==> config.mk <==
export PLATFORM = sky130hd
export DESIGN_NAME = bcd_updown_digit
export DESIGN_NICKNAME = d
export VERILOG_FILES = /design/src/rtl/bcd_digit_pkg.sv /design/src/rtl/bcd_op_decode.sv /design/src/rtl/bcd_step.sv /design/src/rtl/bcd_updown_digit.sv
export SDC_FILE = /design/constraint.sdc
export NUM_CORES = 1
export LEC_CHECK = 0
export ABC_AREA = 1
export BUFFER_PORTS_ARGS = -buffer_cell sky130_fd_sc_hd__buf_2
export CORE_MARGIN = 2
export CORE_UTILIZATION = 25
export CTS_CLUSTER_SIZE = 8
export DETAILED_ROUTE_END_ITERATION = 10
export SYNTH_ARGS = -nofsm -noshare
export SYNTH_HDL_FRONTEND = slang
export SYNTH_SLANG_ARGS = --single-unit
==> constraint.sdc <==
create_clock -name clk_i -period 3.5 [get_ports clk_i]
set_clock_uncertainty 0.15 [all_clocks]
set_input_delay 0.35 -clock clk_i [delete_from_list [all_inputs] [get_ports clk_i]]
set_output_delay 0.35 -clock clk_i [all_outputs]
set_load 0.005 [all_outputs]
==> src/rtl/bcd_digit_pkg.sv <==
package bcd_digit_pkg;
  typedef enum logic [2:0] {
    OP_HOLD,
    OP_CLR,
    OP_LOAD,
    OP_INC,
    OP_DEC
  } op_e;
endpackage

==> src/rtl/bcd_op_decode.sv <==
module bcd_op_decode
  import bcd_digit_pkg::*;
(
  input  logic clr_i,
  input  logic load_i,
  input  logic up_i,
  input  logic dn_i,
  output op_e  op_o
);
  // clear > load > count; conflicting enables hold
  always_comb begin
    if (clr_i)              op_o = OP_CLR;
    else if (load_i)        op_o = OP_LOAD;
    else if (up_i && !dn_i) op_o = OP_INC;
    else if (dn_i && !up_i) op_o = OP_DEC;
    else                    op_o = OP_HOLD;
  end
endmodule

==> src/rtl/bcd_step.sv <==
module bcd_step
  import bcd_digit_pkg::*;
#(
  parameter int MODULUS = 10,
  parameter int W       = $clog2(MODULUS)
) (
  input  logic [W-1:0] cur_i,
  input  op_e          op_i,
  input  logic [W-1:0] load_val_i,
  output logic [W-1:0] nxt_o,
  output logic         wrap_up_o,
  output logic         wrap_dn_o
);
  localparam logic [W-1:0] TOP = W'(MODULUS - 1);

  logic at_top, at_zero, over;
  assign at_top  = (cur_i == TOP);
  assign at_zero = (cur_i == '0);
  assign over    = (cur_i > TOP);

  always_comb begin
    unique case (op_i)
      OP_CLR:  nxt_o = '0;
      OP_LOAD: nxt_o = load_val_i;
      OP_INC:  nxt_o = (at_top || over) ? '0 : cur_i + W'(1);
      OP_DEC:  nxt_o = (at_zero || over) ? TOP : cur_i - W'(1);
      default: nxt_o = cur_i;
    endcase
  end

  assign wrap_up_o = (op_i == OP_INC) && at_top;
  assign wrap_dn_o = (op_i == OP_DEC) && at_zero;
endmodule

==> src/rtl/bcd_updown_digit.sv <==
module bcd_updown_digit
  import bcd_digit_pkg::*;
#(
  parameter int MODULUS = 10,
  localparam int W      = $clog2(MODULUS)
) (
  input  logic         clk_i,
  input  logic         rst_ni,
  input  logic         up_i,
  input  logic         dn_i,
  input  logic         load_i,
  input  logic [W-1:0] load_val_i,
  input  logic         clr_i,
  output logic [W-1:0] count_o,
  output logic         carry_o,
  output logic         borrow_o
);
  localparam logic [W-1:0] TOP = W'(MODULUS - 1);

  op_e          op;
  logic [W-1:0] cnt_q, cnt_d;

  bcd_op_decode u_dec (
    .clr_i  (clr_i),
    .load_i (load_i),
    .up_i   (up_i),
    .dn_i   (dn_i),
    .op_o   (op)
  );

  bcd_step #(.MODULUS(MODULUS), .W(W)) u_step (
    .cur_i      (cnt_q),
    .op_i       (op),
    .load_val_i (load_val_i),
    .nxt_o      (cnt_d),
    .wrap_up_o  (carry_o),
    .wrap_dn_o  (borrow_o)
  );

  always_ff @(posedge clk_i or negedge rst_ni) begin
    if (!rst_ni) cnt_q <= '0;
    else         cnt_q <= cnt_d;
  end

  assign count_o = cnt_q;

  // port-level views of the request
  logic go_up, go_dn, idle;
  assign go_up = up_i && !dn_i && !load_i && !clr_i;
  assign go_dn = dn_i && !up_i && !load_i && !clr_i;
  assign idle  = !clr_i && !load_i && (up_i == dn_i);

  a_r1_reset_zero: assert property (@(posedge clk_i) !rst_ni |-> count_o == '0);
  a_r2_clear: assert property (@(posedge clk_i) disable iff (!rst_ni)
    clr_i |=> count_o == '0);
  a_r3_load: assert property (@(posedge clk_i) disable iff (!rst_ni)
    (load_i && !clr_i) |=> count_o == $past(load_val_i));
  a_r4_inc: assert property (@(posedge clk_i) disable iff (!rst_ni)
    (go_up && count_o < TOP) |=> count_o == $past(count_o) + W'(1));
  a_r5_dec: assert property (@(posedge clk_i) disable iff (!rst_ni)
    (go_dn && count_o != '0 && count_o <= TOP) |=> count_o == $past(count_o) - W'(1));
  a_r6_carry_wrap: assert property (@(posedge clk_i) disable iff (!rst_ni)
    carry_o |=> count_o == '0);
  a_r6_carry_cond: assert property (@(posedge clk_i) disable iff (!rst_ni)
    carry_o |-> (count_o == TOP && go_up));
  a_r7_borrow_wrap: assert property (@(posedge clk_i) disable iff (!rst_ni)
    borrow_o |=> count_o == TOP);
  a_r7_borrow_cond: assert property (@(posedge clk_i) disable iff (!rst_ni)
    borrow_o |-> (count_o == '0 && go_dn));
  a_r6_r7_exclusive: assert property (@(posedge clk_i) disable iff (!rst_ni)
    $onehot0({carry_o, borrow_o}));
  a_r8_hold: assert property (@(posedge clk_i) disable iff (!rst_ni)
    idle |=> $stable(count_o));
  a_r9_over_up: assert property (@(posedge clk_i) disable iff (!rst_ni)
    (go_up && count_o > TOP) |=> count_o == '0);
  a_r9_over_dn: assert property (@(posedge clk_i) disable iff (!rst_ni)
    (go_dn && count_o > TOP) |=> count_o == TOP);
endmodule

==> results.py <==
metrics = {
    "logic_synthesis": {
        "synth_compound_area_share_pct": 7.25,
        "synthMuxAreaShare_pct": 0,
        "synth.avg_cell_area_um2": 6.44,
        "ys_seq_area_share_pct": 23.2,
        "synthTopCellsByArea": "dfrtp_1, nand3_1, nand2_1",
        "yosys.cell_types.count": 16,
        "synth_top_area_share_pct": 23.2,
        "yosys.area.top_type": "dfrtp_1",
        "synth_top_family_by_area": "simple AND/OR/NAND/NOR gates",
        "synth_area_um2": 432,
        "synthSimpleGateAreaFrac_pct": 49.3,
        "yosys_warnings": 0,
        "synth_fp_nets": 80,
        "synthXorXnorAreaFrac_pct": 2.03,
        "synthCells": 67,
        "synth_seq_cells": 4,
        "synth_adder_area_share_pct": 8.70,
    },
    "power": {
        "clockPowerShare_pct": 33.1,
        "p_int_uw": 112,
        "leakage_uw": 0.000311,
        "switching_share_pct": 35.3,
        "p_per_area_mw_per_mm2": 307,
        "seqPwrFrac_pct": 34.7,
        "p_switching_uw": 60.8,
        "ir_worst_vdd_mv": 0.185,
        "pwr-share-comb_pct": 32.2,
    },
    "sta": {
        "finalCritPeriodShare_pct": 57.8,
        "worst_pin_slew_ns": 0.266,
        "hold_viol": 0,
        "fin_ws_ns": 1.48,
        "fmax_mhz": 494,
        "setup_tns_ns": 0,
        "hold_ws_ns": 0.244,
        "slew_headroom_pct": 82.3,
        "rsz0062_at_grt": "no",
        "maxSlewViolCount": 0,
        "min_period_ns": 2.02,
        "setup_viol": 0,
    },
    "worst_setup_path": {
        "end_kind": "primary output",
        "crit_type": "reg2out",
        "crit_buf_inv": 2,
        "worst-endpoint-required_ns": 3.00,
        "cp.arrival_ns": 1.52,
        "worst-r2r-setup-slack_ns": 1.89,
        "crit_chain": "inv_1 > ha_1 > nand3_1 > nor2_1 > buf_2",
        "crit_path_max_fanout": 8,
        "r2r_cells": 6,
        "crit_slowest_cell": "dfrtp_1",
        "worst_setup_path_start_kind": "flip-flop",
        "critPathTopFamily": "flip-flops",
        "timing.rr.end": "count_o[3]",
        "timing.rr.start": "count_o[0]",
        "cpPeakStageDelay_ns": 0.45,
    },
    "place": {
        "portBuffers": 15,
        "placed_area_um2": 528,
        "gp_congestion": 0.836,
        "hpwl_um": 853,
        "dp_slack_ns": 1.72,
        "dp_cells": 99,
    },
    "floorplan": {
        "die_area_mm2": 0.00208,
        "start_util_pct": 25.8,
        "die_y_um": 45.6,
        "core_area_mm2": 0.00167,
        "pin_count": 16,
        "rows": 15,
        "fp.dieW_um": 45.6,
    },
    "cts": {
        "cts_buffers": 3,
        "htreeDepth": 1,
        "ctsRootBufferMaster": "clkbuf_4",
        "clockBufferDepth": 2,
        "path_clk_slew_ns": 0.04,
        "post_cts_resized": 0,
        "post_cts_buffers": 0,
        "ctsHoldBuffers": 1,
        "clk_latency_ns": 0.24,
        "cts.sinks": 4,
        "cts_tree": "built",
    },
    "grt": {
        "grt_pass1_wl_um": 1900,
        "gr-usage-all-layers_pct": 12.6,
        "grt_overflow_total": 0,
        "grt_pass1_vias": 465,
        "grt_antenna_before_repair": 0,
        "grt_max_degree": 9,
    },
    "finish": {
        "final_nets": 101,
        "drive_above_1_share_pct": 30.2,
        "diodes": 0,
        "syn_to_final_growth_pct": 29.9,
        "fin_area_um2": 561,
        "largest-register": "count_o",
        "top_regs": "count_o (4)",
        "largest_register_ffs": 4,
        "stdcell_count": 103,
        "final_cell_mix": "nand2_1, buf_2, nand3_1",
        "fill_cells": 181,
    },
    "min_path": {
        "hold_end": "count_o[1]",
        "min-delay-start": "load_val_i[1]",
        "hold-path-cell-count": 3,
        "hp-class": "in2reg",
    },
    "routing": {
        "drc": 0,
        "wl_per_cell_um": 10.5,
        "vias": 483,
        "wl_um": 1080,
        "drtIter0Drc": 4,
        "viasPerCell": 4.69,
        "ant_nets": 0,
        "firstDrtPassIters": 3,
    },
    "run": {
        "maxCapViolations": 0,
    },
    "run_status": {
        "status": "complete, no violations",
    },
}
[cell usage after synthesis (all sizes together)]
master	count
a21oi	3
nand2	16
nand3	14
o21ai	1
nor4	1
ha	3
inv	11
xor2	1
nand4	4
dfrtp	4
nor2	9
[cell families after synthesis]
| family | after synthesis |
|---|---|
| AOI/OAI and AO/OA | 4 |
| xor gates and xnor gates | 1 |
| adders and majority gates | 3 |
| buffers and inverters | 11 |
| DFF | 4 |
| and+or+nand+nor | 44 |
[routing by layer]
layer | global-route usage, % | part of all wire [%] | wire length (µm) | up-vias
met5 | 0 | 0 | 0 | -
met4 | 1.76 | 0 | 0 | 0
met2 | 19.4 | 47 | 512 | 12
met3 | 4.76 | 4.1 | 44 | 0
li1 | - | - | - | 259
met1 | 16.9 | 48 | 521 | 212
[power groups by stage]
stage	registers [µW]	clock network, µW	logic [µW]
2_1_floorplan	58.7	0	36.2
3_3_place_gp	60.3	0	54.5
3_5_place_dp	60.5	0	54.8
4_1_cts	60.0	60.8	56.1
5_1_grt	61.3	63.6	64.9
6_report	59.8	57.1	55.4
[worst min-delay path, stage by stage]
cell     delay, ns
buf_2         0.08
nand3_1       0.06
nand4_1       0.09
[per-stage QoR]
stage          utilization, %  power, µW
2_1_floorplan               -       95.0
3_3_place_gp             31.6        115
3_5_place_dp             31.6        115
4_1_cts                  33.6        177
5_1_grt                  33.6        190
6_report                 33.6        172
[final cells by class]
cell class                 instances  area, µm²  share of cell area [%]
timing repair buffer              16       85.1                    15.2
inverter                          11       41.3                    7.37
sequential                         4        100                    17.9
tap                               17       21.3                    3.79
clock buffer                       3       22.5                    4.02
multi-input combinational         52        290                    51.8
[worst max-delay path by stage]
| stage | from | cells after the start | endpoint |
|---|---|---|---|
| 5_1_grt | count_o[0] | 5 | borrow_o |
| 6_report | count_o[0] | 5 | borrow_o |
| 3_5_place_dp | count_o[0] | 5 | borrow_o |
| 2_1_floorplan | count_o[0] | 4 | borrow_o |
| 4_1_cts | count_o[0] | 5 | borrow_o |
| 3_3_place_gp | count_o[0] | 5 | borrow_o |
(Power assumes the default switching activity.)
